$ cat config.mk
export PLATFORM = sky130hd
export DESIGN_NAME = rrr_ram
export DESIGN_NICKNAME = d
export VERILOG_FILES = /design/src/rtl/rrr_pkg.sv /design/src/rtl/rrr_addr_reg.sv /design/src/rtl/rrr_sync_array.sv /design/src/rtl/rrr_async_array.sv /design/src/rtl/rrr_ram.sv
export SDC_FILE = /design/constraint.sdc
export NUM_CORES = 1
export LEC_CHECK = 0
export ABC_AREA = 1
export ABC_CLOCK_PERIOD_IN_PS = 4500
export CAP_MARGIN = 10
export CORE_MARGIN = 2
export CORE_UTILIZATION = 60
export CTS_CLUSTER_DIAMETER = 40
export DETAILED_ROUTE_END_ITERATION = 8
export PLACE_DENSITY = 0.88
export SKIP_CTS_REPAIR_TIMING = 1
export SLEW_MARGIN = 25
export SYNTH_ARGS = -nofsm -noshare
export SYNTH_HDL_FRONTEND = slang
export SYNTH_HIERARCHICAL = 1
export SYNTH_SLANG_ARGS = --single-unit
$ cat constraint.sdc
create_clock -name clk -period 4.5 [get_ports clk]
set_clock_uncertainty 0.15 [all_clocks]
set_input_delay 1.35 -clock clk [delete_from_list [all_inputs] [get_ports clk]]
set_output_delay 1.35 -clock clk [all_outputs]
set_load 0.02 [all_outputs]
$ cat src/rtl/rrr_pkg.sv
package rrr_pkg;

    typedef enum logic {
        RD_COMBO   = 1'b0,
        RD_RETIMED = 1'b1
    } rd_path_e;

endpackage

$ cat src/rtl/rrr_addr_reg.sv
module rrr_addr_reg #(
    parameter int             AW         = 4,
    parameter logic [AW-1:0]  CLR_VAL    = '0,
    parameter logic           CLR_ACTIVE = 1'b1
) (
    input  logic          clk,
    input  logic          rst_n,
    input  logic          ce,
    input  logic          clr,
    input  logic [AW-1:0] d,
    output logic [AW-1:0] q,
    output logic [AW-1:0] nxt
);

    logic          clr_on;
    logic [AW-1:0] load_val;

    assign clr_on = (clr == CLR_ACTIVE);

    // one next-value mux per bit, its kind chosen by the clear value
    for (genvar i = 0; i < AW; i++) begin : g_bit
        if (CLR_VAL[i]) begin : g_set
            assign load_val[i] = clr_on | d[i];
        end else begin : g_rst
            assign load_val[i] = ~clr_on & d[i];
        end
    end

    always_comb begin
        if (!rst_n)  nxt = CLR_VAL;
        else if (ce) nxt = load_val;
        else         nxt = q;
    end

    always_ff @(posedge clk) begin
        q <= nxt;
    end

    AST_ADDR_LOAD: assert property (@(posedge clk) disable iff (!rst_n)
        (ce && !clr_on) |=> (q == $past(d)));
    AST_ADDR_CLEAR: assert property (@(posedge clk) disable iff (!rst_n)
        (ce && clr_on) |=> (q == CLR_VAL));
    AST_ADDR_HOLD: assert property (@(posedge clk) disable iff (!rst_n)
        !ce |=> $stable(q));

endmodule

$ cat src/rtl/rrr_sync_array.sv
module rrr_sync_array #(
    parameter int AW = 4,
    parameter int DW = 8
) (
    input  logic          clk,
    input  logic          rst_n,
    input  logic          ren,
    input  logic [AW-1:0] raddr,
    input  logic [AW-1:0] cur_addr,
    input  logic          we,
    input  logic [AW-1:0] waddr,
    input  logic [DW-1:0] wdata,
    output logic [DW-1:0] dout
);

    localparam int DEPTH = 1 << AW;

    logic [DW-1:0] store [DEPTH];
    logic          hit_new;
    logic          hit_held;

    assign hit_new  = we && (waddr == raddr);
    assign hit_held = we && (waddr == cur_addr);

    always_ff @(posedge clk) begin
        if (we) store[waddr] <= wdata;
        if (ren) begin
            dout <= hit_new ? wdata : store[raddr];
        end else if (hit_held) begin
            dout <= wdata;
        end
    end

    AST_WRITE_FIRST: assert property (@(posedge clk) disable iff (!rst_n)
        (ren && we && waddr == raddr) |=> (dout == $past(wdata)));
    AST_STALL_BYPASS: assert property (@(posedge clk) disable iff (!rst_n)
        (!ren && we && waddr == cur_addr) |=> (dout == $past(wdata)));
    AST_STALL_KEEP: assert property (@(posedge clk) disable iff (!rst_n)
        (!ren && !(we && waddr == cur_addr)) |=> $stable(dout));

endmodule

$ cat src/rtl/rrr_async_array.sv
module rrr_async_array #(
    parameter int AW = 4,
    parameter int DW = 8
) (
    input  logic          clk,
    input  logic [AW-1:0] raddr,
    input  logic          we,
    input  logic [AW-1:0] waddr,
    input  logic [DW-1:0] wdata,
    output logic [DW-1:0] dout
);

    localparam int DEPTH = 1 << AW;

    logic [DW-1:0] store [DEPTH];

    always_ff @(posedge clk) begin
        if (we) store[waddr] <= wdata;
    end

    assign dout = store[raddr];

endmodule

$ cat src/rtl/rrr_ram.sv
module rrr_ram
    import rrr_pkg::*;
#(
    parameter int             AW         = 4,
    parameter int             DW         = 8,
    parameter logic [AW-1:0]  CLR_VAL    = '0,
    parameter logic           CLR_ACTIVE = 1'b1,
    parameter rd_path_e       PATH       = RD_RETIMED
) (
    input  logic          clk,
    input  logic          rst_n,
    input  logic          wr_en,
    input  logic [AW-1:0] wr_addr,
    input  logic [DW-1:0] wr_data,
    input  logic [AW-1:0] addr_d,
    input  logic          addr_ce,
    input  logic          addr_clr,
    output logic [AW-1:0] rd_addr,
    output logic [DW-1:0] rd_data
);

    logic [AW-1:0] addr_nxt;
    logic          rd_en;

    // the array read follows the address register's enable; reset forces a read
    assign rd_en = addr_ce | ~rst_n;

    rrr_addr_reg #(
        .AW         (AW),
        .CLR_VAL    (CLR_VAL),
        .CLR_ACTIVE (CLR_ACTIVE)
    ) u_areg (
        .clk   (clk),
        .rst_n (rst_n),
        .ce    (addr_ce),
        .clr   (addr_clr),
        .d     (addr_d),
        .q     (rd_addr),
        .nxt   (addr_nxt)
    );

    if (PATH == RD_RETIMED) begin : g_retimed
        rrr_sync_array #(.AW(AW), .DW(DW)) u_arr (
            .clk      (clk),
            .rst_n    (rst_n),
            .ren      (rd_en),
            .raddr    (addr_nxt),
            .cur_addr (rd_addr),
            .we       (wr_en),
            .waddr    (wr_addr),
            .wdata    (wr_data),
            .dout     (rd_data)
        );
    end else begin : g_combo
        rrr_async_array #(.AW(AW), .DW(DW)) u_arr (
            .clk   (clk),
            .raddr (rd_addr),
            .we    (wr_en),
            .waddr (wr_addr),
            .wdata (wr_data),
            .dout  (rd_data)
        );
    end

    AST_RESET_ADDR: assert property (@(posedge clk) disable iff (!rst_n)
        (rst_n && $past(!rst_n)) |-> (rd_addr == CLR_VAL));

endmodule

**Yosys cells after proc, flatten, opt, wreduce, memory -nomap -nowiden**

Memory sizes are Yosys's and may differ from the RTL's.
Index checks and enable logic that the tools add are counted.

- Register bits: 12
- Memory bits (writable): 128
- Output and inout bits: 12
- Logic and storage cells: 22
- Memories: 1

Memories:

| memory | words | width | rd ports | clocked after memory_dff | write ports | line | RTL |
|---|---|---|---|---|---|---|---|
| g_retimed.u_arr.store | 16 | 8 | 1 | 0 | 1 | rrr_sync_array.sv:18 | `logic [DW-1:0] store [DEPTH];` |

- Equality and inequality tests: 2
- Multiplexer cells: 7
- Bitwise operators: 7
- Reductions and logical operators: 3

Operators by type and width:

| kind | number |
|---|---|
| $mux 8 | 3 |
| $eq 4x4->1 | 2 |
| $mux 4 | 2 |
| $and 1x1->1 | 4 |
| $logic_and 1x1->1 | 2 |
| $mux 1 | 2 |
| $not 1->1 | 2 |
| $reduce_bool 2->1 | 1 |
| $or 1x1->1 | 1 |

**Depth between registers and ports, before layout**

Gate-level depths: netlist of run 1.

- Depth after elaboration: 8
- Mapped depth: 14
- Depth with buffers taken out: 13

**Modules after synthesis**

Netlist of run 1, hierarchy kept.

Modules (own cells, without submodules):

| module | times used | cells each | area each (um^2) | seq. area each (um^2) |
|---|---|---|---|---|
| rrr_sync_array | 1 | 573 | 6024.5 | 4083.9 |
| rrr_addr_reg | 1 | 19 | 146.4 | 80.1 |
| rrr_ram | 1 | 2 | 7.5 | 0.0 |

**Least setup slack after synthesis of run 1**

OpenSTA, ideal clock, no wires.

- Path kind: in2reg
- Start point: input addr_clr
- End point: register g_retimed.u_arr.dout[1], data pin
- Arrival time: 2510 ps
- Setup slack: 1587 ps
- Stages: 12
- Buffers on the path: 2
- Path through: inv_1 nand3_1 a21oi_1 inv_2 buf_6 buf_6 o21ai_0 nand3_1 nand3_1 nand2_1 nand2_1 nand2_1

- Longest elaborated chain between the ends: 8

RTL lines:

| what | line | RTL |
|---|---|---|
| start: declaration | rrr_ram.sv:17 | `input logic addr_clr,` |
| $not 1->1 (*) | rrr_addr_reg.sv:25 | `assign load_val[i] = ~clr_on & d[i];` |
| $and 1x1->1 (*) | rrr_addr_reg.sv:25 |  |
| $mux 4 (*) | rrr_addr_reg.sv:31 | `else if (ce) nxt = load_val;` |
| $mux 4 (*) | rrr_addr_reg.sv:30 | `if (!rst_n) nxt = CLR_VAL;` |
| via addr_nxt[0] | rrr_ram.sv:22 | `logic [AW-1:0] addr_nxt;` |
| parallel branches: the longest is 2 deep, another holds $mem_v2 16x8 | -- |  |
| $mux 8 (*) | rrr_sync_array.sv:28 | `dout <= hit_new ? wdata : store[raddr];` |
| $mux 8 (*) | rrr_sync_array.sv:27 | `if (ren) begin` |
| end signal: assignment | rrr_sync_array.sv:28 |  |
| end signal: assignment | rrr_sync_array.sv:30 | `dout <= wdata;` |
| end: declaration | rrr_sync_array.sv:13 | `output logic [DW-1:0] dout` |

Mark *: on every way through the listed nets, which the timed path passes.
A chain may end at the register's enable or synchronous reset.

**Worst setup path after layout of run 1**

- Start point: input addr_ce
- End point: register g_retimed.u_arr.dout[1], data pin

- Longest elaborated chain between the ends: 6

RTL lines:

| what | line | RTL |
|---|---|---|
| start: declaration | rrr_ram.sv:16 | `input logic addr_ce,` |
| $mux 4 (*) | rrr_addr_reg.sv:31 |  |
| $mux 4 (*) | rrr_addr_reg.sv:30 |  |
| via addr_nxt[0] | rrr_ram.sv:22 |  |
| parallel branches: the longest is 2 deep, another holds $mem_v2 16x8 | -- |  |
| $mux 8 (*) | rrr_sync_array.sv:28 |  |
| $mux 8 (*) | rrr_sync_array.sv:27 |  |

Marks and branches as above.

==> results of run 1 <==
-- report_power, final --
part,switching [mW],internal (mW),total (mW)
Clock,0.503,0.835,1.34
Combinational,0.145,0.0713,0.216
Sequential,0.00989,1.47,1.48
Total,0.658,2.38,3.03
-- metal layers --
metal,up-vias,share of wire [%],track usage (%)
met3,60,9.3,8.225
met4,0,3.9,13.33
met5,-,0,0
met1,2063,39,34.53
met2,296,48,41.61
li1,2015,-,-
-- path summary, 6_finish.rpt --
kind         cells past startpoint                                 to  slack (ns)                start
min                              3                u_areg/q[3]$_DFF_P_        0.57  u_areg/q[3]$_DFF_P_
max reg2reg                     10  g_retimed.u_arr/dout[1]$_DFFE_PP_        2.05  u_areg/q[0]$_DFF_P_
max                             11  g_retimed.u_arr/dout[1]$_DFFE_PP_        0.99              addr_ce
min reg2reg                      3                u_areg/q[3]$_DFF_P_        0.57  u_areg/q[3]$_DFF_P_
-- layout by cell type (no fill, tap or decap), drive strengths merged --
cell	count
nor2	30
o211ai	1
dfxtp	4
o21ai	6
inv	71
bufinv	3
a21oi	7
nand4	1
clkdlybuf4s50	32
edfxtp	136
xnor2	2
clkinv	6
nand3	85
buf	5
o22ai	1
nand2	226
clkbuf	19
clkinvlp	4
-- layout make-up --
cell class	count	area, um2
sequential	140	4164
fill	636	3054
multi-input combinational	359	1533
clock buffer	19	421.7
timing repair buffer	37	370.4
inverter	71	276.5
tap	136	170.2
clock inverter	13	148.9
-- synth_stat cells, types with 3 or more instances --
cell type / instances / area [um2]
sky130_fd_sc_hd__inv_1: 63 / 236.5
sky130_fd_sc_hd__a21oi_1: 7 / 35.03
sky130_fd_sc_hd__nand2_1: 226 / 848.3
sky130_fd_sc_hd__o21ai_1: 3 / 15.01
sky130_fd_sc_hd__buf_6: 16 / 180.2
sky130_fd_sc_hd__nor2_1: 28 / 105.1
sky130_fd_sc_hd__inv_2: 5 / 18.77
sky130_fd_sc_hd__dfxtp_1: 4 / 80.08
sky130_fd_sc_hd__nand3_1: 84 / 420.4
sky130_fd_sc_hd__buf_2: 5 / 25.02
sky130_fd_sc_hd__edfxtp_1: 136 / 4084
sky130_fd_sc_hd__o21ai_0: 3 / 15.01
-- per-stage QoR --
stage / power, mW / util (%)
2_1_floorplan: 1.625 / -
3_3_place_gp: 1.705 / 64.25
3_5_place_dp: 1.714 / 64.25
4_1_cts: 3.037 / 69.88
5_1_grt: 3.120 / 69.88
6_report: 3.034 / 69.88
-- state kept, by name (all words and copies together) (netlist names) --
signal                 cells
g_retimed.u_arr/store    128
g_retimed.u_arr/dout       8
u_areg/q                   4
-- worst min-delay path: stages (launching register included) --
cell	delay (ns)
sky130_fd_sc_hd__dfxtp_1	0.33
sky130_fd_sc_hd__nand2_1	0.07
sky130_fd_sc_hd__a21oi_1	0.06
sky130_fd_sc_hd__buf_4	0.18
-- logic make-up after synthesis --
logic type      synth area share (%)
simple gates                   23.01
flops                          67.40
buf+inv                        8.040
compound gates                 1.276
xor+xnor                      0.2836
==> impl_results.html, run 1 <==
<table>
<tr><th>Metric</th><th>Value</th></tr>
<tr><th colspan="2">Drt</th></tr>
<tr><td>Total DRC errors in the routed layout</td><td>0</td></tr>
<tr><td>Total detailed-routing wirelength</td><td>14010 um</td></tr>
<tr><td>Wire per inst</td><td>18.07 um</td></tr>
<tr><td>Vias</td><td>4434</td></tr>
<tr><td>First-pass iteration count of the detailed router</td><td>5</td></tr>
<tr><td>Final antenna-violating net count</td><td>0</td></tr>
<tr><td>Initial DRC count</td><td>453</td></tr>
<tr><td>Post-detailed-route via-to-cell ratio</td><td>5.721</td></tr>
<tr><th colspan="2">Setup path</th></tr>
<tr><td>Count of buffering cells on the critical path with inverters included</td><td>2</td></tr>
<tr><td>CP max stage delay</td><td>0.58 ns</td></tr>
<tr><td>Maximum fanout count along the critical path</td><td>66</td></tr>
<tr><td>Crit path max-delay family</td><td>buffers and inverters</td></tr>
<tr><td>Series of cell instances along the critical path</td><td>clkdlybuf4s50_1, nand3_1, a21oi_4, buf_4, nand2_1, nand3_1, nand3_1, nand3_1, nand2_1, nand2_1, nand2_1</td></tr>
<tr><td>Required time of the worst setup path</td><td>4.63 ns</td></tr>
<tr><td>Kind of start point of the critical path</td><td>primary input</td></tr>
<tr><td>Worst path arrival time</td><td>3.64 ns</td></tr>
<tr><td>Slowest stage cell on the critical path</td><td>sky130_fd_sc_hd__clkdlybuf4s50_1</td></tr>
<tr><td>Worst Setup End Kind</td><td>flip-flop</td></tr>
<tr><td>Kind of critical path</td><td>in -&gt; reg</td></tr>
<tr><th colspan="2">Die</th></tr>
<tr><td>Horizontal die dimension</td><td>105.5 um</td></tr>
<tr><td>Initial Utilization</td><td>60.94%</td></tr>
<tr><td>Floorplan Core Area</td><td>10140 um2</td></tr>
<tr><td>Io pins</td><td>33</td></tr>
<tr><td>Die H</td><td>105.5 um</td></tr>
<tr><td>Std cell rows</td><td>37</td></tr>
<tr><td>Full die area</td><td>11130 um2</td></tr>
<tr><th colspan="2">STA</th></tr>
<tr><td>Setup repair after global routing missed its margin</td><td>false</td></tr>
<tr><td>Slew of the pin with the lowest slew margin</td><td>0.9086 ns</td></tr>
<tr><td>Final worst-path cycle share</td><td>78.10%</td></tr>
<tr><td>Post-route worst hold slack</td><td>0.5678 ns</td></tr>
<tr><td>Tmin final</td><td>3.514 ns</td></tr>
<tr><td>Number of max-slew violations in the final report</td><td>0</td></tr>
<tr><td>Finish-stage setup viols</td><td>0</td></tr>
<tr><td>Slew HR</td><td>39.20%</td></tr>
<tr><td>Final setup TNS</td><td>0 ns</td></tr>
<tr><td>Hold violation total from the final report</td><td>0</td></tr>
<tr><td>Achievable Freq</td><td>0.2845 GHz</td></tr>
<tr><td>Final WS setup</td><td>0.9855 ns</td></tr>
<tr><th colspan="2">Global routing</th></tr>
<tr><td>First-pass GRT wire length</td><td>22050 um</td></tr>
<tr><td>Via count of the first global-routing pass</td><td>4350</td></tr>
<tr><td>Gr ovfl total</td><td>0</td></tr>
<tr><td>Initial antenna violation count</td><td>0</td></tr>
<tr><td>Overall fraction of global-route tracks in use</td><td>26.84%</td></tr>
<tr><td>Maximum number of pins on one net before global-route repair</td><td>67</td></tr>
<tr><th colspan="2">Clock tree</th></tr>
<tr><td>TritonCTS Buffers</td><td>17</td></tr>
<tr><td>Clock-pin transition on the worst setup and hold timing paths</td><td>0.06 ns</td></tr>
<tr><td>Clock sinks</td><td>140</td></tr>
<tr><td>Clock H-tree levels</td><td>4</td></tr>
<tr><td>Root Buffer Master</td><td>sky130_fd_sc_hd__clkbuf_8</td></tr>
<tr><td>Clock Path Buffers</td><td>2</td></tr>
<tr><td>Clock tree from TritonCTS</td><td>built</td></tr>
<tr><td>Latest clock arrival within the worst-skew pair</td><td>0.53 ns</td></tr>
<tr><th colspan="2">Synth</th></tr>
<tr><td>Average cell area after synthesis</td><td>10.40 um2</td></tr>
<tr><td>Most frequently used flop master after synthesis</td><td>sky130_fd_sc_hd__edfxtp_1</td></tr>
<tr><td>Synthesized area</td><td>6178 um2</td></tr>
<tr><td>Distinct cell type count of the synthesized netlist</td><td>23</td></tr>
<tr><td>Synthesis Warnings</td><td>6</td></tr>
<tr><td>Syn nets</td><td>615</td></tr>
<tr><td>Sequential area share after synthesis</td><td>67.40%</td></tr>
<tr><td>Number of standard cells after synthesis</td><td>594</td></tr>
<tr><td>Total of flip-flops plus latches after synthesis</td><td>140</td></tr>
<tr><td>Post-synth EDFFs</td><td>136</td></tr>
<tr><td>Fraction of synthesis flops using an asynchronous set or reset pin</td><td>0%</td></tr>
<tr><th colspan="2">Placement</th></tr>
<tr><td>Number of buffer cells added on primary ports</td><td>32</td></tr>
<tr><td>Cells after DPL</td><td>743</td></tr>
<tr><td>Last weighted congestion value of the routability-driven placer</td><td>0.8759</td></tr>
<tr><td>Cell area after placement</td><td>6514 um2</td></tr>
<tr><td>HPWL after DPL</td><td>8108 um</td></tr>
<tr><td>Setup WS pre-CTS</td><td>0.5269 ns</td></tr>
<tr><th colspan="2">Finish</th></tr>
<tr><td>NumNets Final</td><td>647</td></tr>
<tr><td>Synthesis-to-layout area growth</td><td>14.66%</td></tr>
<tr><td>Fraction of layout instances using a drive strength above 1</td><td>6.886%</td></tr>
<tr><td>Layout Cells excl Fill</td><td>775</td></tr>
<tr><td>Non-Filler Cell Area, Final</td><td>7084 um2</td></tr>
<tr><td>Number of antenna repair diodes</td><td>0</td></tr>
<tr><th colspan="2">Status</th></tr>
<tr><td>Outcome</td><td>complete, no violations</td></tr>
<tr><th colspan="2">Hold path</th></tr>
<tr><td>Hold/Removal Path Class</td><td>reg -&gt; reg</td></tr>
<tr><th colspan="2">Run</th></tr>
<tr><td>Number of maximum-capacitance constraint violations</td><td>0</td></tr>
<tr><th colspan="2">Pwr</th></tr>
<tr><td>Power per cell area</td><td>428.2 nW/um2</td></tr>
<tr><td>Leakage dissipation</td><td>2.861 nW</td></tr>
<tr><td>IR drop worst, VDD</td><td>0.0002600 V</td></tr>
</table>
Note: power is estimated with default switching activity, not from simulation.
==> inputs of run 2 (changes only) <==
--- a/config.mk
+++ b/config.mk
@@ -6,13 +6,13 @@
 export NUM_CORES = 1
 export LEC_CHECK = 0
 export ABC_AREA = 1
-export ABC_CLOCK_PERIOD_IN_PS = 4500
+export ABC_CLOCK_PERIOD_IN_PS = 3200
 export CAP_MARGIN = 10
 export CORE_MARGIN = 2
-export CORE_UTILIZATION = 60
+export CORE_UTILIZATION = 54
 export CTS_CLUSTER_DIAMETER = 40
 export DETAILED_ROUTE_END_ITERATION = 8
-export PLACE_DENSITY = 0.88
+export PLACE_DENSITY = 0.84
 export SKIP_CTS_REPAIR_TIMING = 1
 export SLEW_MARGIN = 25
 export SYNTH_ARGS = -nofsm -noshare
==> constraint.sdc (replaced) <==
create_clock -name clk -period 3.2 [get_ports clk]
set_clock_uncertainty 0.15 [all_clocks]
set_input_delay 0.96 -clock clk [delete_from_list [all_inputs] [get_ports clk]]
set_output_delay 0.96 -clock clk [all_outputs]
set_load 0.02 [all_outputs]
==> run 2 against run 1 <==
  * Cell count increased by 4.1%
  * Setup slack got worse by 0.68 ns
  * First-iteration DRC count increased by 50%
  * Sequential power increased by 41%
  * Count of clock-buffer cells in the layout unchanged
  * Core utilization decreased by 4.6 points
  * Sequential cell count unchanged
  * Hold slack got worse by 0.089 ns
  * Register-to-register slack got worse by 0.98 ns
  * Sequential share of layout area decreased by 2.2 points
  * Via count increased by 1.4%
  * Critical path type unchanged
  * Critical endpoint is now g_retimed.u_arr/dout[4]$_DFFE_PP_
==> impl_results.html, run 2 (same netlist as run 1, synthesis figures left out) <==
<table>
<tr><th>Metric</th><th>Value</th></tr>
<tr><th colspan="2">Finish</th></tr>
<tr><td>Most frequent cells in the layout</td><td>sky130_fd_sc_hd__nand2_1 (226), sky130_fd_sc_hd__edfxtp_1 (136), sky130_fd_sc_hd__nand3_1 (84)</td></tr>
<tr><td>Most common cell after layout, fill and taps aside</td><td>sky130_fd_sc_hd__nand2_1</td></tr>
<tr><td>Fraction of layout instances using a drive strength above 1</td><td>10.39% (+3.5 points)</td></tr>
<tr><td>Registers with the most flip-flops</td><td>g_retimed.u_arr/store x128, g_retimed.u_arr/dout x8, u_areg/q x4</td></tr>
<tr><td>Number of antenna repair diodes</td><td>0 (unchanged)</td></tr>
<tr><td>Fillers</td><td>761 (+20%)</td></tr>
<tr><td>Synthesis-to-layout area growth</td><td>19.04%</td></tr>
<tr><td>Max FFs per register</td><td>128 (unchanged)</td></tr>
<tr><td>Layout Utilization</td><td>65.25% (-4.6 points)</td></tr>
<tr><td>NumNets Final</td><td>672 (+3.9%)</td></tr>
<tr><td>Largest reg by FF count</td><td>g_retimed.u_arr/store</td></tr>
<tr><th colspan="2">Placement</th></tr>
<tr><td>HPWL after DPL</td><td>8763 um (+8.1%)</td></tr>
<tr><td>Last weighted congestion value of the routability-driven placer</td><td>0.8851 (+1.1%)</td></tr>
<tr><td>Number of buffer cells added on primary ports</td><td>32 (unchanged)</td></tr>
<tr><th colspan="2">Global routing</th></tr>
<tr><td>GR Util met2</td><td>40.78% (-0.84 points)</td></tr>
<tr><td>Maximum number of pins on one net before global-route repair</td><td>40 (-40%)</td></tr>
<tr><td>Routing layer with the top usage in global route</td><td>met2</td></tr>
<tr><td>Met3 track utilization from global routing</td><td>6.014% (-2.2 points)</td></tr>
<tr><td>Via count of the first global-routing pass</td><td>4354 (+0.092%)</td></tr>
<tr><td>Gr ovfl total</td><td>0 (unchanged)</td></tr>
<tr><td>First-pass GRT wire length</td><td>23110 um (+4.8%)</td></tr>
<tr><td>Initial antenna violation count</td><td>0 (unchanged)</td></tr>
<tr><td>Met1 layer usage reported by global route</td><td>32.05% (-2.5 points)</td></tr>
<tr><td>Overall fraction of global-route tracks in use</td><td>24.55% (-2.3 points)</td></tr>
<tr><th colspan="2">Setup path</th></tr>
<tr><td>Worst reg-to-reg setup slack</td><td>1.07 ns (-0.98 ns)</td></tr>
<tr><td>CP max stage delay</td><td>0.56 ns (-0.02 ns)</td></tr>
<tr><td>Worst path arrival time</td><td>2.91 ns (-0.73 ns)</td></tr>
<tr><td>Kind of start point of the critical path</td><td>primary input</td></tr>
<tr><td>Required time of the worst setup path</td><td>3.21 ns (-1.42 ns)</td></tr>
<tr><td>Series of cell instances along the critical path</td><td>clkdlybuf4s50_1, buf_4, nand3_1, a21oi_1, buf_4, clkinv_4, nand2_1, nand2_1, nand3_2, nor2_4, nor2_8, inv_4, nand2_1, nand2_1</td></tr>
<tr><td>Kind of critical path</td><td>in -&gt; reg</td></tr>
<tr><td>Worst Setup End Kind</td><td>flip-flop</td></tr>
<tr><td>FF-to-FF path depth</td><td>12 (+2)</td></tr>
<tr><td>Slowest stage cell on the critical path</td><td>sky130_fd_sc_hd__clkdlybuf4s50_1</td></tr>
<tr><td>Most used cell, CP</td><td>sky130_fd_sc_hd__nand2_1</td></tr>
<tr><td>Maximum fanout count along the critical path</td><td>11 (-83%)</td></tr>
<tr><th colspan="2">Die</th></tr>
<tr><td>Io pins</td><td>33 (unchanged)</td></tr>
<tr><td>Die H</td><td>111.0 um (+5.2%)</td></tr>
<tr><td>Initial Utilization</td><td>54.81% (-6.1 points)</td></tr>
<tr><td>Std cell rows</td><td>39 (+5.4%)</td></tr>
<tr><td>Full die area</td><td>12310 um2 (+11%)</td></tr>
<tr><td>Floorplan Core Area</td><td>11270 um2 (+11%)</td></tr>
<tr><td>Horizontal die dimension</td><td>111.0 um (+5.2%)</td></tr>
<tr><th colspan="2">Pwr</th></tr>
<tr><td>Post-layout total power</td><td>4.392 mW (+45%)</td></tr>
<tr><td>Leakage dissipation</td><td>3.017 nW (+5.4%)</td></tr>
<tr><td>Power per cell area</td><td>597.2 nW/um2 (+39%)</td></tr>
<tr><td>IR drop worst, VDD</td><td>0.0003538 V (+36%)</td></tr>
<tr><th colspan="2">STA</th></tr>
<tr><td>Number of max-slew violations in the final report</td><td>0 (unchanged)</td></tr>
<tr><td>Achievable Freq</td><td>0.3449 GHz</td></tr>
<tr><td>Setup repair after global routing missed its margin</td><td>false</td></tr>
<tr><td>Slew HR</td><td>45.30% (+6.1 points)</td></tr>
<tr><td>Finish-stage setup viols</td><td>0 (unchanged)</td></tr>
<tr><td>Slew of the pin with the lowest slew margin</td><td>0.8179 ns (-0.09069 ns)</td></tr>
<tr><td>Tmin final</td><td>2.899 ns</td></tr>
<tr><td>Final worst-path cycle share</td><td>90.60%</td></tr>
<tr><td>Hold violation total from the final report</td><td>0 (unchanged)</td></tr>
<tr><th colspan="2">Clock tree</th></tr>
<tr><td>Clock H-tree levels</td><td>4 (unchanged)</td></tr>
<tr><td>Latest clock arrival within the worst-skew pair</td><td>0.41 ns (-0.12 ns)</td></tr>
<tr><td>Root Buffer Master</td><td>sky130_fd_sc_hd__clkbuf_16</td></tr>
<tr><td>Clock tree from TritonCTS</td><td>built</td></tr>
<tr><td>Clock Path Buffers</td><td>2 (unchanged)</td></tr>
<tr><td>Clock-pin transition on the worst setup and hold timing paths</td><td>0.06 ns (about the same)</td></tr>
<tr><td>TritonCTS Buffers</td><td>17 (unchanged)</td></tr>
<tr><td>Clock sinks</td><td>140 (unchanged)</td></tr>
<tr><th colspan="2">Drt</th></tr>
<tr><td>Initial DRC count</td><td>681 (+50%)</td></tr>
<tr><td>Final antenna-violating net count</td><td>0 (unchanged)</td></tr>
<tr><td>Total DRC errors in the routed layout</td><td>0 (unchanged)</td></tr>
<tr><td>Total detailed-routing wirelength</td><td>14440 um (+3.1%)</td></tr>
<tr><td>First-pass iteration count of the detailed router</td><td>7 (+2)</td></tr>
<tr><td>Wire per inst</td><td>17.89 um (-1.0%)</td></tr>
<tr><td>Post-detailed-route via-to-cell ratio</td><td>5.572 (-2.6%)</td></tr>
<tr><td>Vias</td><td>4497 (+1.4%)</td></tr>
<tr><th colspan="2">Hold path</th></tr>
<tr><td>Hold path depth</td><td>2 (-1)</td></tr>
<tr><td>Hold/Removal Path Class</td><td>reg -&gt; reg</td></tr>
<tr><th colspan="2">Status</th></tr>
<tr><td>Outcome</td><td>complete, no violations</td></tr>
<tr><th colspan="2">Run</th></tr>
<tr><td>Number of maximum-capacitance constraint violations</td><td>0 (unchanged)</td></tr>
</table>
==> run 2: critical path: cells and delay by family <==
family,cells,cell delay [ns]
buf+inv,5,1.12
simple gates,8,0.68
compound gates,1,0.14
==> run 2: metal layers <==
| metal | wire length [um] | up-vias |
|---|---|---|
| met2 | 7161 | 303 |
| met1 | 5526 | 2090 |
| met5 | 0 | - |
| met3 | 1377 | 45 |
| li1 | - | 2059 |
| met4 | 376 | 0 |
==> run 2: worst paths after layout <==
| check | start | endpoint |
|---|---|---|
| worst min-delay path | u_areg/q[0]$_DFF_P_ | u_areg/q[0]$_DFF_P_ |
| worst max register to register | u_areg/q[0]$_DFF_P_ | g_retimed.u_arr/dout[4]$_DFFE_PP_ |
| worst max-delay path | addr_ce | g_retimed.u_arr/dout[4]$_DFFE_PP_ |
| worst min register to register | u_areg/q[0]$_DFF_P_ | u_areg/q[0]$_DFF_P_ |
==> run 2: layout make-up <==
| cell class | instances | area (um2) | area share [%] |
|---|---|---|---|
| Clock inverter | 13 | 173.9 | 2.365 |
| Tap cell | 143 | 178.9 | 2.433 |
| Clock buffer | 19 | 432.9 | 5.886 |
| Multi-Input combinational cell | 359 | 1533 | 20.84 |
| Sequential cell | 140 | 4164 | 56.62 |
| Timing Repair Buffer | 62 | 595.6 | 8.098 |
| Inverter | 71 | 276.5 | 3.760 |
==> run 2: where the power goes <==
part	switching (mW)	internal, mW	leakage, nW
registers	0.0154	2.07	1.27
clock network	0.700	1.29	0.279
logic	0.206	0.113	1.47
==> run 2: metrics by stage <==
step	setup WS (ns)	hold slack (ns)	area (um2)	TNS (ns)	cells
3_5_place_dp	-0.05949	0.4665	6748	-0.2689	775
5_1_grt	0.1396	0.5169	7355	0	807
6_report	0.3009	0.4789	7355	0	807
3_3_place_gp	0.004883	0.4343	6748	0	775
4_1_cts	0.3354	0.4762	7355	0	807
2_1_floorplan	0.6775	0.4434	6178	0	594
==> inputs of run 3 (changes only) <==
--- a/config.mk
+++ b/config.mk
@@ -8,8 +8,10 @@
 export ABC_AREA = 1
 export ABC_CLOCK_PERIOD_IN_PS = 3200
 export CAP_MARGIN = 10
+export CELL_PAD_IN_SITES_DETAIL_PLACEMENT = 1
+export CELL_PAD_IN_SITES_GLOBAL_PLACEMENT = 1
 export CORE_MARGIN = 2
-export CORE_UTILIZATION = 54
+export CORE_UTILIZATION = 43
 export CTS_CLUSTER_DIAMETER = 40
 export DETAILED_ROUTE_END_ITERATION = 8
 export PLACE_DENSITY = 0.84
==> run 3 against run 2 <==
  * Setup slack worse by 0.10 ns
  * Critical endpoint is now g_retimed.u_arr/dout[5]$_DFFE_PP_
  * Sequential cell count is the same
  * Clock power grew 2%
  * Design area is 1.6% higher
==> impl_results.html, run 3 (same netlist as run 1, synthesis figures left out) <==
<table>
<tr><th>Metric</th><th>Value</th></tr>
<tr><th colspan="2">Status</th></tr>
<tr><td>Outcome</td><td>complete, no violations</td></tr>
<tr><th colspan="2">Global routing</th></tr>
<tr><td>Maximum number of pins on one net before global-route repair</td><td>44 (+10%)</td></tr>
<tr><td>Overall fraction of global-route tracks in use</td><td>24.27% (-0.28 points)</td></tr>
<tr><td>Met3 track utilization from global routing</td><td>4.853% (-1.2 points)</td></tr>
<tr><td>Routing layer with the top usage in global route</td><td>met2</td></tr>
<tr><td>Initial antenna violation count</td><td>0 (unchanged)</td></tr>
<tr><td>Met1 layer usage reported by global route</td><td>30.11% (-1.9 points)</td></tr>
<tr><td>GR Util met2</td><td>40.49% (-0.29 points)</td></tr>
<tr><td>Via count of the first global-routing pass</td><td>4812 (+11%)</td></tr>
<tr><td>First-pass GRT wire length</td><td>26550 um (+15%)</td></tr>
<tr><td>Gr ovfl total</td><td>0 (unchanged)</td></tr>
<tr><th colspan="2">STA</th></tr>
<tr><td>Achievable Freq</td><td>0.3329 GHz (-3.5%)</td></tr>
<tr><td>Hold violation total from the final report</td><td>0 (unchanged)</td></tr>
<tr><td>Post-route worst hold slack</td><td>0.5302 ns (+0.05136 ns)</td></tr>
<tr><td>Number of max-slew violations in the final report</td><td>0 (unchanged)</td></tr>
<tr><td>Final worst-path cycle share</td><td>93.87% (+3.3 points)</td></tr>
<tr><td>Slew HR</td><td>37.17% (-8.1 points)</td></tr>
<tr><td>Slew of the pin with the lowest slew margin</td><td>0.9396 ns (+0.1217 ns)</td></tr>
<tr><td>Final setup TNS</td><td>0 ns (unchanged)</td></tr>
<tr><td>Tmin final</td><td>3.004 ns (+0.1047 ns)</td></tr>
<tr><td>Setup repair after global routing missed its margin</td><td>false</td></tr>
<tr><td>Finish-stage setup viols</td><td>0 (unchanged)</td></tr>
<tr><td>Final WS setup</td><td>0.1962 ns (-0.1047 ns)</td></tr>
<tr><th colspan="2">Drt</th></tr>
<tr><td>Total DRC errors in the routed layout</td><td>0 (unchanged)</td></tr>
<tr><td>Total detailed-routing wirelength</td><td>17450 um (+21%)</td></tr>
<tr><td>Initial DRC count</td><td>334 (-51%)</td></tr>
<tr><td>First-pass iteration count of the detailed router</td><td>7 (unchanged)</td></tr>
<tr><td>Final antenna-violating net count</td><td>0 (unchanged)</td></tr>
<tr><td>Vias</td><td>4479 (-0.40%)</td></tr>
<tr><td>Post-detailed-route via-to-cell ratio</td><td>5.282 (-5.2%)</td></tr>
<tr><td>Wire per inst</td><td>20.58 um (+15%)</td></tr>
<tr><th colspan="2">Setup path</th></tr>
<tr><td>Worst reg-to-reg setup slack</td><td>0.97 ns (-0.10 ns)</td></tr>
<tr><td>FF-to-FF path depth</td><td>12 (unchanged)</td></tr>
<tr><td>Worst R2R Start</td><td>u_areg/q[0]$_DFF_P_</td></tr>
<tr><td>Kind of critical path</td><td>in -&gt; reg</td></tr>
<tr><td>Worst Setup End Kind</td><td>flip-flop</td></tr>
<tr><td>Required time of the worst setup path</td><td>3.24 ns (+0.03 ns)</td></tr>
<tr><td>Crit Reg-Reg Endpoint</td><td>g_retimed.u_arr/dout[5]$_DFFE_PP_</td></tr>
<tr><td>Worst path arrival time</td><td>3.04 ns (+0.13 ns)</td></tr>
<tr><td>Kind of start point of the critical path</td><td>primary input</td></tr>
<tr><td>Maximum fanout count along the critical path</td><td>23 (+12)</td></tr>
<tr><th colspan="2">Clock tree</th></tr>
<tr><td>Root Buffer Master</td><td>sky130_fd_sc_hd__clkbuf_16</td></tr>
<tr><td>Clock-pin transition on the worst setup and hold timing paths</td><td>0.06 ns (about the same)</td></tr>
<tr><td>Clock H-tree levels</td><td>4 (unchanged)</td></tr>
<tr><td>Clock tree from TritonCTS</td><td>built</td></tr>
<tr><td>Latest clock arrival within the worst-skew pair</td><td>0.43 ns (+0.02 ns)</td></tr>
<tr><td>Clock Path Buffers</td><td>2 (unchanged)</td></tr>
<tr><td>Clock sinks</td><td>140 (unchanged)</td></tr>
<tr><td>TritonCTS Buffers</td><td>17 (unchanged)</td></tr>
<tr><th colspan="2">Die</th></tr>
<tr><td>Std cell rows</td><td>43 (+10%)</td></tr>
<tr><td>Die H</td><td>123.9 um (+12%)</td></tr>
<tr><td>Horizontal die dimension</td><td>123.9 um (+12%)</td></tr>
<tr><td>Floorplan Core Area</td><td>13930 um2 (+24%)</td></tr>
<tr><td>Full die area</td><td>15340 um2 (+25%)</td></tr>
<tr><td>Io pins</td><td>33 (unchanged)</td></tr>
<tr><td>Initial Utilization</td><td>44.34% (-10 points)</td></tr>
<tr><th colspan="2">Finish</th></tr>
<tr><td>Max FFs per register</td><td>128 (unchanged)</td></tr>
<tr><td>Area occupied by multi-input gates</td><td>1540 um2 (+0.49%)</td></tr>
<tr><td>Synthesis-to-layout area growth</td><td>20.94%</td></tr>
<tr><td>Largest reg by FF count</td><td>g_retimed.u_arr/store</td></tr>
<tr><td>Fraction of layout instances using a drive strength above 1</td><td>11.83% (+1.4 points)</td></tr>
<tr><td>Registers with the most flip-flops</td><td>g_retimed.u_arr/store x128, g_retimed.u_arr/dout x8, u_areg/q x4</td></tr>
<tr><td>Most common cell after layout, fill and taps aside</td><td>sky130_fd_sc_hd__nand2_1</td></tr>
<tr><td>Number of antenna repair diodes</td><td>0 (unchanged)</td></tr>
<tr><td>Sequential standard cell area</td><td>4164 um2 (unchanged)</td></tr>
<tr><td>Most frequent cells in the layout</td><td>sky130_fd_sc_hd__nand2_1 (226), sky130_fd_sc_hd__edfxtp_1 (136), sky130_fd_sc_hd__nand3_1 (84)</td></tr>
<tr><td>NumNets Final</td><td>676 (+0.60%)</td></tr>
<tr><td>Fillers</td><td>1499 (+97%)</td></tr>
<tr><th colspan="2">Placement</th></tr>
<tr><td>Setup WS pre-CTS</td><td>-0.1829 ns (-0.1234 ns)</td></tr>
<tr><td>Number of buffer cells added on primary ports</td><td>32 (unchanged)</td></tr>
<tr><td>Last weighted congestion value of the routability-driven placer</td><td>0.9424 (+6.5%)</td></tr>
<tr><td>HPWL after DPL</td><td>11420 um (+30%)</td></tr>
<tr><th colspan="2">Pwr</th></tr>
<tr><td>Post-layout total power</td><td>4.459 mW (+1.5%)</td></tr>
<tr><td>Power per cell area</td><td>596.8 nW/um2 (about the same)</td></tr>
<tr><td>Leakage dissipation</td><td>3.056 nW (+1.3%)</td></tr>
<tr><td>IR drop worst, VDD</td><td>0.0005097 V (+44%)</td></tr>
<tr><th colspan="2">Hold path</th></tr>
<tr><td>Hold/Removal Path Class</td><td>reg -&gt; reg</td></tr>
<tr><td>Hold path depth</td><td>3 (+1)</td></tr>
<tr><td>Worst-case hold path end point</td><td>u_areg/q[3]$_DFF_P_</td></tr>
<tr><td>Worst Min Path Start</td><td>u_areg/q[3]$_DFF_P_</td></tr>
<tr><th colspan="2">Run</th></tr>
<tr><td>Number of maximum-capacitance constraint violations</td><td>0 (unchanged)</td></tr>
</table>
## run 3: cell count changes in the layout (fill, tap and decap cells not counted)
cell                        change
sky130_fd_sc_hd__clkbuf_1       -2
sky130_fd_sc_hd__buf_4          +2
sky130_fd_sc_hd__inv_6          +4
sky130_fd_sc_hd__clkinv_4       +3
sky130_fd_sc_hd__a21oi_2        -1
sky130_fd_sc_hd__buf_12         +2
sky130_fd_sc_hd__clkinv_1       -4
sky130_fd_sc_hd__bufinv_16      -1
sky130_fd_sc_hd__a21oi_4        +1
## run 3: final cells by class
cell class / count / share of cell area [%]
Inverter: 71 / 3.701
Tap cell: 180 / 3.014
Clock buffer: 17 / 5.693
Sequential cell: 140 / 55.73
Timing Repair Buffer: 66 / 8.707
Multi-Input combinational cell: 359 / 20.61
Clock inverter: 15 / 2.545
## run 3: critical path, stage by stage
cell,delay [ns]
sky130_fd_sc_hd__clkdlybuf4s50_1,0.51
sky130_fd_sc_hd__inv_2,0.15
sky130_fd_sc_hd__nand2_1,0.10
sky130_fd_sc_hd__a21oi_4,0.24
sky130_fd_sc_hd__inv_2,0.12
sky130_fd_sc_hd__buf_4,0.24
sky130_fd_sc_hd__nand2_1,0.10
sky130_fd_sc_hd__nand2_1,0.07
sky130_fd_sc_hd__nand2_1,0.07
sky130_fd_sc_hd__nand3_1,0.08
sky130_fd_sc_hd__nand3_1,0.17
sky130_fd_sc_hd__nand3_1,0.10
sky130_fd_sc_hd__nand2_1,0.08
sky130_fd_sc_hd__inv_1,0.04
## run 3: worst max-delay path by stage
stage	end	depth (start not counted)	slack (ns)	from
3_5_place_dp	g_retimed.u_arr/dout[3]$_DFFE_PP_	13	-0.18	addr_ce
4_1_cts	g_retimed.u_arr/dout[2]$_DFFE_PP_	13	0.22	addr_ce
6_report	g_retimed.u_arr/dout[5]$_DFFE_PP_	14	0.20	addr_ce
3_3_place_gp	g_retimed.u_arr/dout[3]$_DFFE_PP_	13	-0.002	addr_ce
2_1_floorplan	g_retimed.u_arr/dout[1]$_DFFE_PP_	12	0.68	addr_clr
5_1_grt	g_retimed.u_arr/dout[2]$_DFFE_PP_	13	0.07	addr_ce
## run 3: power breakdown
part           internal [mW]  total [mW]  switching [mW]
Sequential              2.07        2.08          0.0165
Clock                   1.24        2.03           0.797
Combinational          0.118       0.343           0.225
Total                   3.42        4.46            1.04
## run 3: per-layer routing
layer,vias up,part of all wire [%]
met5,-,0
met4,0,3.2
met3,42,4.3
met2,130,50
met1,2233,42
li1,2074,-
## run 3: metrics by stage
step	utilization [%]	area, um2	std cells
after detailed placement	49.21	6857	816
after CTS	53.62	7472	848
final	53.62	7472	848
after global placement	49.21	6857	816
after floorplan	-	6178	594
after global routing	53.62	7472	848
